`config.mk`:
```
export PLATFORM = sky130hd
export DESIGN_NAME = dual_result_serializer
export DESIGN_NICKNAME = d
export VERILOG_FILES = /design/src/rtl/drs_pkg.sv /design/src/rtl/drs_mdiv.sv /design/src/rtl/drs_sreg.sv /design/src/rtl/dual_result_serializer.sv
export SDC_FILE = /design/constraint.sdc
export NUM_CORES = 1
export LEC_CHECK = 0
export ABC_AREA = 1
export BUFFER_PORTS_ARGS = -buffer_cell sky130_fd_sc_hd__clkbuf_2
export CORE_MARGIN = 2
export CORE_UTILIZATION = 45
export DETAILED_ROUTE_END_ITERATION = 10
export HOLD_SLACK_MARGIN = 0.08
export PLACE_DENSITY = 0.66
export SYNTH_ARGS = -nofsm -noshare
export SYNTH_HDL_FRONTEND = slang
export SYNTH_SLANG_ARGS = --single-unit
```
`constraint.sdc`:
```
create_clock -name clk -period 3.08 [get_ports clk]
set_clock_uncertainty 0.15 [all_clocks]
set_input_delay 0.154 -clock clk [delete_from_list [all_inputs] [get_ports clk]]
set_output_delay 0.154 -clock clk [all_outputs]
set_load 0.02 [all_outputs]
```
`src/rtl/drs_pkg.sv`:
```
// Shared sizes and helpers for the dual-result serializer.
// Assumes two equal-width results packed into one frame.
package drs_pkg;
    parameter int RES_W   = 16;
    parameter int FRAME_W = 2 * RES_W;
    localparam int BIT_W  = $clog2(FRAME_W);
    localparam int CNT_W  = $clog2(FRAME_W + 1);

    typedef logic [FRAME_W-1:0] frame_t;

    // Put the selected channel in the upper half of the frame
    function automatic frame_t pack_pair(input logic a_hi,
                                         input logic [RES_W-1:0] a,
                                         input logic [RES_W-1:0] b);
        return a_hi ? {a, b} : {b, a};
    endfunction
endpackage

```
`src/rtl/drs_mdiv.sv`:
```
// Master clock divider: pulses tick once every (BASE << sel) cycles while run is high.
// Assumes sel is static during a run; the count restarts whenever run drops.
module drs_mdiv #(
    parameter int BASE = 2,
    parameter int CW   = 8
) (
    input  logic       clk,
    input  logic       rst_n,
    input  logic       run,
    input  logic [1:0] sel,
    output logic       tick
);
    localparam logic [CW-1:0] BASE_V = CW'(BASE);

    logic [CW-1:0] cnt;
    logic [CW-1:0] lim;

    assign lim  = BASE_V << sel;
    assign tick = run && (cnt == lim - 1'b1);

    // Half-period counter
    always_ff @(posedge clk) begin
        if (!rst_n || !run || tick) cnt <= '0;
        else                        cnt <= cnt + 1'b1;
    end

    assert_div_restart_R2: assert property (@(posedge clk) disable iff (!rst_n)
        tick |=> (cnt == '0));
    assert_div_range_R2: assert property (@(posedge clk) disable iff (!rst_n)
        run |-> (cnt < lim));
endmodule

```
`src/rtl/drs_sreg.sv`:
```
// Frame shift register: parallel load has priority over shift; shifts left, filling from sin.
// Assumes load and shift are single-cycle strobes.
module drs_sreg #(
    parameter int W = 32
) (
    input  logic         clk,
    input  logic         rst_n,
    input  logic         load,
    input  logic [W-1:0] load_val,
    input  logic         shift,
    input  logic         sin,
    output logic [W-1:0] q
);
    // Load or shift the frame
    always_ff @(posedge clk) begin
        if (!rst_n)     q <= '0;
        else if (load)  q <= load_val;
        else if (shift) q <= {q[W-2:0], sin};
    end

    assert_shift_fill_R7: assert property (@(posedge clk) disable iff (!rst_n)
        (shift && !load) |=> (q[0] == $past(sin)));
    assert_shift_move_R1: assert property (@(posedge clk) disable iff (!rst_n)
        (shift && !load) |=> (q[W-1] == $past(q[W-2])));
endmodule

```
`src/rtl/dual_result_serializer.sv`:
```
// Serial output port for a latched pair of results, master or slave clocked.
// Assumes configuration inputs change only while cs_n is high and that
// sclk_in levels last several clk cycles.
module dual_result_serializer
    import drs_pkg::*;
#(
    parameter int DIV_BASE = 2,
    parameter int DIV_CW   = 8
) (
    input  logic             clk,
    input  logic             rst_n,
    input  logic             res_valid,
    input  logic [RES_W-1:0] res_a,
    input  logic [RES_W-1:0] res_b,
    input  logic             conv_start,
    input  logic             cs_n,
    input  logic             rd_n,
    input  logic             slave_mode,
    input  logic             a_first,
    input  logic             sync_inv,
    input  logic             sclk_inv,
    input  logic             rd_during,
    input  logic [1:0]       div_sel,
    input  logic             sclk_in,
    input  logic             sdin,
    output logic             sclk_out,
    output logic             sclk_oe,
    output logic             sync_out,
    output logic             sync_oe,
    output logic             sdout,
    output logic             sdout_oe,
    output logic             rd_err
);
    localparam logic [BIT_W-1:0] LAST_BIT = BIT_W'(FRAME_W - 1);
    localparam logic [BIT_W-1:0] MID_BIT  = BIT_W'(RES_W);
    localparam logic [CNT_W-1:0] FULL_CNT = CNT_W'(FRAME_W);

    frame_t           latch_q, now_pair, load_val, shreg;
    logic             m_act, m_ph, tick, m_start;
    logic [BIT_W-1:0] m_bits;
    logic             s1, s2, s3, act_edge, s_load;
    logic [CNT_W-1:0] s_cnt;
    logic             shift_en, load_en, rd_err_q;

    assign now_pair = pack_pair(a_first, res_a, res_b);
    assign m_start  = !slave_mode && !cs_n && !m_act &&
                      (rd_during ? conv_start : res_valid);
    assign s_load   = slave_mode && res_valid;
    assign act_edge = slave_mode && !cs_n && s2 && !s3;
    assign load_en  = m_start || s_load;
    assign load_val = (!slave_mode && rd_during) ? latch_q : now_pair;
    assign shift_en = (m_act && tick && m_ph) || act_edge;

    drs_mdiv #(.BASE(DIV_BASE), .CW(DIV_CW)) i_mdiv (
        .clk(clk), .rst_n(rst_n), .run(m_act), .sel(div_sel), .tick(tick)
    );

    drs_sreg #(.W(FRAME_W)) i_sreg (
        .clk(clk), .rst_n(rst_n), .load(load_en), .load_val(load_val),
        .shift(shift_en), .sin(slave_mode ? sdin : 1'b0), .q(shreg)
    );

    // Hold the most recent result pair for read-during-conversion
    always_ff @(posedge clk) begin
        if (!rst_n)         latch_q <= '0;
        else if (res_valid) latch_q <= now_pair;
    end

    // Master frame sequencer: clock phase and bit position
    always_ff @(posedge clk) begin
        if (!rst_n || cs_n) begin
            m_act  <= 1'b0;
            m_ph   <= 1'b0;
            m_bits <= '0;
        end else if (m_start) begin
            m_act  <= 1'b1;
            m_ph   <= 1'b0;
            m_bits <= '0;
        end else if (m_act && tick) begin
            m_ph <= !m_ph;
            if (m_ph) begin
                if (m_bits == LAST_BIT) m_act  <= 1'b0;
                else                    m_bits <= m_bits + 1'b1;
            end
        end
    end

    // Synchronize the host clock (with inversion) for edge detection
    always_ff @(posedge clk) begin
        if (!rst_n) {s1, s2, s3} <= 3'b000;
        else        {s1, s2, s3} <= {sclk_in ^ sclk_inv, s1, s2};
    end

    // Slave edge count within the current frame, saturating at a full frame
    always_ff @(posedge clk) begin
        if (!rst_n || cs_n || s_load)           s_cnt <= '0;
        else if (act_edge && s_cnt != FULL_CNT) s_cnt <= s_cnt + 1'b1;
    end

    // Incomplete-read flag: new result arrives during a partial slave read
    always_ff @(posedge clk) begin
        if (!rst_n) rd_err_q <= 1'b0;
        else        rd_err_q <= s_load && (s_cnt != '0) && (s_cnt != FULL_CNT);
    end

    assign rd_err   = rd_err_q;
    assign sdout    = shreg[FRAME_W-1];
    assign sdout_oe = !cs_n && !rd_n;
    assign sclk_oe  = !slave_mode && !cs_n;
    assign sync_oe  = !slave_mode && !cs_n;
    assign sclk_out = m_ph ^ sclk_inv;
    assign sync_out = (m_act && !(m_bits == MID_BIT && !m_ph)) ^ sync_inv;

    assert_abort_R9: assert property (@(posedge clk) disable iff (!rst_n)
        cs_n |=> !m_act);
    assert_rderr_pulse_R8: assert property (@(posedge clk) disable iff (!rst_n)
        rd_err |=> !rd_err);
    assert_sclk_idle_R2: assert property (@(posedge clk) disable iff (!rst_n)
        !m_act |-> (sclk_out == sclk_inv));
    assert_strobe_idle_R3: assert property (@(posedge clk) disable iff (!rst_n)
        !m_act |-> (sync_out == sync_inv));
    assert_edge_sat_R7: assert property (@(posedge clk) disable iff (!rst_n)
        s_cnt <= FULL_CNT);
endmodule

```
==> metrics, run 1 <==
Slew @ Worst Pin roughly 1.1 ns; syn nets ~810; maximum achievable frequency 417.1 MHz; routability cong. ~0.8; grt ovf 0; startpoint types primary input; largest net degree at the start of global routing 65; hold path depth 7; Worst Path Arrival around 2.6 ns; final setup vio count 0; most common cell after layout, fill and taps aside nand2_1; met2 routed WL approximately 5.5 mm; Final WS setup slightly below 0.7 ns; Worst EP required about 3.2 ns; vias in the first global route about 4,200; Die Width about 110 µm; HP Class primary input to flip-flop; placeable core area 10,370 µm²; Synth area leaders dfxtp_1 37%, nand2_1 12%, o21ai_0 11%; cell taking the most area after synthesis dfxtp_1; Setup Fix Bufs, Post-CTS 0; Fin. Hold Viols 0; DR WL met3 ~450 µm; Max Slew Vio Count 0; DP Worst Slack around 0.97 ns; FF-to-FF setup slack 1.00 ns; max-capacitance violation count 0; status completed; period utilization a little under 80%; CTS Buffer Depth 2; row count 37; sequential fraction of the synthesis area a little under two fifths; number of flops mapped to enable cells by yosys 0; Tot GR Track Use 20.85%; synth unique cells 29; Die ar. ~12,000 µm²; # IOs 54; critical path fanouts, max 64; first-iteration detailed-routing DRC count 240; initial antenna violation count 0; R2R Path Start i_mdiv.cnt[0]; Pwr Density around 460 nW/µm²; Min Hold Slack approximately 0.08 ns; Post-Synthesis Cells roughly 760; startpoint of the worst hold path sdin; H-tree depth 3; crit path cell chain dlygate4sd3_1 -> clkbuf_2 -> inv_1 -> nand2_2 -> o21ai_0 -> nand2_1 -> nand2_1 -> nor2_1 -> nor2_1; diode count 0; Cell Area, Synth ~4800 µm²; slowest stage delay, CP around 0.65 ns; most frequent cells in the layout 150 x nand2_1, 113 x nor2_1, 106 x inv_1; Primary FF master, synth dfxtp_1; WL/cell 12.03 µm; CTS buffer count 9; drt pass-1 iters 5; Port Buffers between 50 and 60; Synth top area share 37.04%; DRC Markers 0; Ys Warns 0; Syn-to-layout area delta 16.49%; VDD IR max roughly 0.21 mV; worst skew pair latency around 0.36 ns; Slew headroom 27.37%; first-pass GRT wire length around 19 mm; Setup crit end kind flip-flop; fraction of registers with async set/reset 0%; TNS Setup 0 ns; worst r2r dst i_sreg.q[11]; hold path endpoint i_sreg.q[0]; WP buf/inv 3; kind of critical path primary input to flip-flop; Post-Route WL 11.56 mm; synthesized flop and latch total 89; CP max-delay cell o21ai_0; LEAKAGE 2.804 nW; fillers between 1,000 and 1,500; Top Metal Used met4; Clock Tree Root clkbuf_8; RSZ-0062 raised after global routing false; cell family with most CP delay simple AND/OR/NAND/NOR gates; Vias 4,725; nets@finish between 800 and 900; floorplan die height around 110 µm; Worst setup startpoint slave_mode; crit path time final ~2.4 ns; Worst R2R Path Depth 9; Avg Synthesized Cell Area about 6.3 µm²; CTS resizes 0; Initial Utilization a little under half; CTS Sinks 89; CTS tree built; hpwl dp 7.612 mm; vias per cell 4.917; CTS clk-pin slew, worst paths around 0.080 ns; fraction of layout cells with a size suffix above 1 10.06%; M1 WL about 5.4 mm; number of nets still failing antenna checks after routing 0
## repair_timing
action	CTS	global route
endpoints found under the hold margin	33	0
hold buffers	33	0
setup endpoints to repair	0	0
## worst max path at each step
stage / to / slack (ns) / cells past startpoint
floorplan: m_bits[3] / 1.53 / 7
CTS: i_sreg.q[14] / 0.79 / 9
global route: i_sreg.q[14] / 0.52 / 9
global placement: i_sreg.q[14] / 1.01 / 8
detailed placement: i_sreg.q[14] / 0.97 / 8
finish: i_sreg.q[14] / 0.68 / 9
## logic make-up after synthesis
group           synth area share [%]
simple gates                   27.60
compound gates                 19.02
buf+inv                        13.32
flops                          37.04
xor+xnor                       1.457
fa+ha+maj                      1.561
## flip-flops by register name (all words and copies together), names as in the netlist
register    cells
rd_err          1
i_sreg.q       32
s2              1
m_ph            1
m_act           1
s3              1
s_cnt           6
s1              1
i_mdiv.cnt      8
m_bits          5
latch_q        32
## area by class of cell
type	count	area, µm²	area share, %
Multi-Input combinational cell	519	2387	42.61
Sequential cell	89	1782	31.80
Timing Repair Buffer	92	640.6	11.43
Inverter	110	412.9	7.369
Tap cell	136	170.2	3.037
Clock buffer	12	145.1	2.590
Clock inverter	3	65.06	1.161
## power breakdown
part / switching [mW] / internal, mW
logic: 0.279 / 0.170
clock network: 0.399 / 0.474
registers: 0.0287 / 1.22
## Yosys cell counts (all sizes together), types with 3 or more instances
master  count
xnor2       3
nor3        3
buf        22
inv       109
nand3      42
nand2     153
o21ai     119
nor2      116
ha          6
dfxtp      89
a21oi      62
xor2        5
nand4       6
clkbuf     21
## stage by stage
stage	cells	utilization [%]	area, µm²	total power, mW
after detailed placement	913	48.82	5062	1.689
after global placement	913	48.82	5062	1.677
after floorplan	761	-	4810	1.589
after global routing	961	54.03	5603	2.731
final	961	54.03	5603	2.575
after CTS	961	54.03	5603	2.597
## worst min-delay path, cell delays in order
cell      delay (ns)
clkbuf_2        0.08
nand2_1         0.06
nand3_1         0.08
nand2_1         0.07
nand2_1         0.04
nand2_1         0.05
nor2_1          0.03
## per-layer routing
metal / up-vias / GRT usage, %
li1: 2513 / -
met1: 2116 / 27.06
met2: 84 / 34.72
met3: 12 / 3.995
met4: 0 / 7.143
met5: - / 0
Note: power is estimated with default switching activity, not from simulation.
==> inputs of run 2 (changes only) <==
--- a/config.mk
+++ b/config.mk
@@ -5,7 +5,7 @@
 export SDC_FILE = /design/constraint.sdc
 export NUM_CORES = 1
 export LEC_CHECK = 0
-export ABC_AREA = 1
+export ABC_AREA = 0
 export BUFFER_PORTS_ARGS = -buffer_cell sky130_fd_sc_hd__clkbuf_2
 export CORE_MARGIN = 2
 export CORE_UTILIZATION = 45
==> constraint.sdc (replaced) <==
create_clock -name clk -period 2.3 [get_ports clk]
set_clock_uncertainty 0.15 [all_clocks]
set_input_delay 0.115 -clock clk [delete_from_list [all_inputs] [get_ports clk]]
set_output_delay 0.115 -clock clk [all_outputs]
set_load 0.02 [all_outputs]
==> run 2 against run 1 <==
Net effect: critical path depth decreased by 2; global-route usage increased by 0.57 points; sequential cell count unchanged; sequential power increased by 36%; die area decreased by 5.9%; final cell count decreased by 23%; via count decreased by 14%; hold slack improved by 0.055 ns; largest cell class unchanged; non-clock buffer count increased by 36; worst setup slack got worse by 0.66 ns; power increased by 40%; critical endpoint is now latch_q[0]; first-iteration DRC count decreased by 0.83%.
==> metrics, run 2 <==
slowest stage delay, CP 0.56 ns (-0.09 ns); Post-DP Area 4950 µm² (-2.2%); Slew @ Worst Pin 0.5827 ns (-0.5029 ns); first-pass GRT wire length 19.11 mm (-0.54%); CTS tree built; drt pass-1 iters 7 (+2); Max Slew Vio Count 0 (unchanged); period utilization between 90% and 100%; final core occ 59.31% (+5.3 points); Syn-to-layout area delta 28.37%; Primary FF master, synth dfxtp_1; CTS Buffer Depth 2 (unchanged); max-capacitance violation count 0 (unchanged); cell taking the most area after synthesis dfxtp_1; Die ar. 10,850 µm² (-5.9%); switching share of power 27.15% (-0.29 points); Worst EP required 2.39 ns (-0.84 ns); RSZ-0062 raised after global routing false; grt ovf 0 (unchanged); Post-Synthesis Cells 502 (-34%); Vias 4,049 (-14%); Worst setup startpoint res_b[0]; kind of critical path primary input to flip-flop; VDD IR max 0.3934 mV (+85%); fraction of registers with async set/reset 0% (unchanged); most common cell in the synthesized netlist dfxtp_1; H-tree depth 3 (unchanged); crit path cell chain dlygate4sd3_1 -> clkbuf_2 -> mux2i_1 -> nand2_1 -> dlygate4sd3_1 -> o211a_1 -> dlygate4sd3_1; worst skew pair latency 0.35 ns (about the same); most common cell after layout, fill and taps aside dfxtp_1; crit path time final 2.275 ns; TNS Setup 0 ns (unchanged); critical path fanouts, max 2 (-97%); Worst Path Arrival 2.36 ns (-0.19 ns); FF-to-FF setup slack 0.22 ns (-0.78 ns); LEAKAGE 2.740 nW (-2.3%); Setup Fix Bufs, Post-CTS 0 (unchanged); initial antenna violation count 2 (+2); vias per cell 5.464 (+11%); Min Hold Slack 0.1369 ns (+0.05476 ns); Synth area leaders dfxtp_1 39%, mux2i_1 14%, a21oi_1 7.5%; nets@finish 653 (-25%); Synth top area share 39.46% (+2.4 points); R2R Path Start i_mdiv.cnt[6]; # IOs 54 (unchanged); first-iteration detailed-routing DRC count 238 (-0.83%); Initial Utilization 46.20% (-0.18 points); Post-Route WL 11.64 mm (+0.74%); Comb pwr share 18.5% (+1.1 points); hold path endpoint m_act; startpoint of the worst hold path conv_start; P_sw 980.1 µW (+39%); status completed; Cell Int Power 2.629 mW (+41%); hold path depth 4 (-3); Ys Warns 0 (unchanged); WL/cell 15.71 µm (+31%); startpoint types primary input; number of nets still failing antenna checks after routing 0 (unchanged); CTS clk-pin slew, worst paths 0.09 ns (about the same); Slew headroom 60.97% (+34 points); Largest regs i_sreg.q x32, latch_q x32, i_mdiv.cnt x8; vias in the first global route 3,944 (-5.6%); DRC Markers 0 (unchanged); fillers 836 (-21%); final setup vio count 0 (unchanged); Die Width 104.2 µm (-3.0%); most frequent cells in the layout 89 x dfxtp_1, 68 x a21oi_1, 64 x mux2i_1; synthesized flop and latch total 89 (unchanged); routability cong. 0.8187 (+3.4%); number of flops mapped to enable cells by yosys 0 (unchanged); floorplan die height 104.2 µm (-3.0%); synth cell count leaders 89 x dfxtp_1, 68 x a21oi_1, 65 x mux2i_1; fraction of layout cells with a size suffix above 1 15.21% (+5.1 points); CP dominant cell by count dlygate4sd3_1; Setup crit end kind flip-flop; CP max-delay cell dlygate4sd3_1; Final Cell Area 5797 µm² (+3.5%); maximum achievable frequency roughly 440 MHz; CTS Sinks 89 (unchanged); Fin. Hold Viols 0 (unchanged); synth unique cells 40 (+38%); total power 3.609 mW (+40%); Cell Area, Synth 4516 µm² (-6.1%); HP Class primary input to flip-flop; Port Buffers 53 (unchanged); Clock Tree Root clkbuf_8; Clk pwr share 34.4% (+0.5 points); largest net degree at the start of global routing 65 (unchanged); worst r2r dst i_sreg.q[21]; Tot GR Track Use 21.42% (+0.57 points); Pwr Density 622.7 nW/µm² (+36%); sequential power share 47.2% (-1.4 points); row count 36 (-2.7%); hpwl dp 6.937 mm (-8.9%); Worst R2R Path Depth 6 (-3); syn nets 555 (-32%); placeable core area 9774 µm² (-5.7%); Avg Synthesized Cell Area 8.995 µm² (+42%); sequential fraction of the synthesis area 39.46% (+2.4 points); CTS buffer count 9 (unchanged)
run 2: changes by cell type in the layout (fill, tap and decap cells not counted), sizes merged, moves of 36 or more:
cell / before / now
inv: 109 / 13
mux2i: 0 / 65
nand2: 153 / 40
nand3: 42 / 6
nor2: 116 / 56
o21ai: 119 / 1
run 2: what timing repair did:
item                                   4_1_cts  5_1_grt
hold buffers                                60        0
endpoints found under the hold margin       39        0
resized for setup                            0        1
setup endpoints to repair                    0        1
run 2: logic make-up after synthesis:
kind of cell	after synthesis	share of synthesized area, %
XOR/XNOR	16	3.103
AO/OA/AOI/OAI	143	22.92
buffers and inverters	52	5.015
AND/OR/NAND/NOR	131	13.44
flip-flops	89	39.46
multiplexers	65	14.41
adder cells (fa/ha/maj)	6	1.662
run 2: power by group through the flow:
stage / sequential [mW] / clock, mW / combinational (mW)
3_5_place_dp: 1.73 / 0 / 0.556
5_1_grt: 1.71 / 1.31 / 0.729
6_report: 1.70 / 1.24 / 0.667
4_1_cts: 1.70 / 1.26 / 0.653
2_1_floorplan: 1.72 / 0 / 0.395
3_3_place_gp: 1.73 / 0 / 0.542
run 2: layout make-up:
| cell class | count | area, µm² | share of cell area [%] |
|---|---|---|---|
| inverter | 11 | 41.29 | 0.7123 |
| multi-input combinational | 361 | 2524 | 43.54 |
| antenna | 3 | 7.507 | 0.1295 |
| clock inverter | 6 | 97.59 | 1.684 |
| clock buffer | 10 | 137.6 | 2.374 |
| tap | 133 | 166.4 | 2.871 |
| sequential | 89 | 1782 | 30.74 |
| timing repair buffer | 128 | 1041 | 17.96 |
run 2: stage by stage:
step	instances	setup slack (ns)
global placement	662	0.2753
floorplan	502	0.2932
CTS	738	0.07463
finish	741	0.02507
global route	740	0.005094
detailed placement	662	0.2396
run 2: how the worst max path moves through the flow:
| stage | cells past startpoint | to |
|---|---|---|
| finish | 7 | latch_q[0] |
| global route | 7 | latch_q[31] |
| CTS | 7 | latch_q[0] |
| detailed placement | 6 | i_sreg.q[1] |
| global placement | 8 | m_bits[4] |
| floorplan | 7 | i_sreg.q[1] |
run 2: metal layers:
metal | wire (µm) | track usage (%) | vias to the layer above | share of wire, %
li1 | - | - | 1996 | -
met1 | 5125 | 25.46 | 1938 | 44
met2 | 5881 | 38.11 | 93 | 51
met3 | 328 | 4.073 | 22 | 2.8
met4 | 309 | 8.205 | 0 | 2.7
met5 | 0 | 0 | - | 0
run 2: critical path, delay by kind of cell:
kind | cells | cell delay, ns
AOI/OAI and AO/OA | 1 | 0.10
buffers and inverters | 4 | 1.77
muxes | 1 | 0.29
and+or+nand+nor | 1 | 0.08
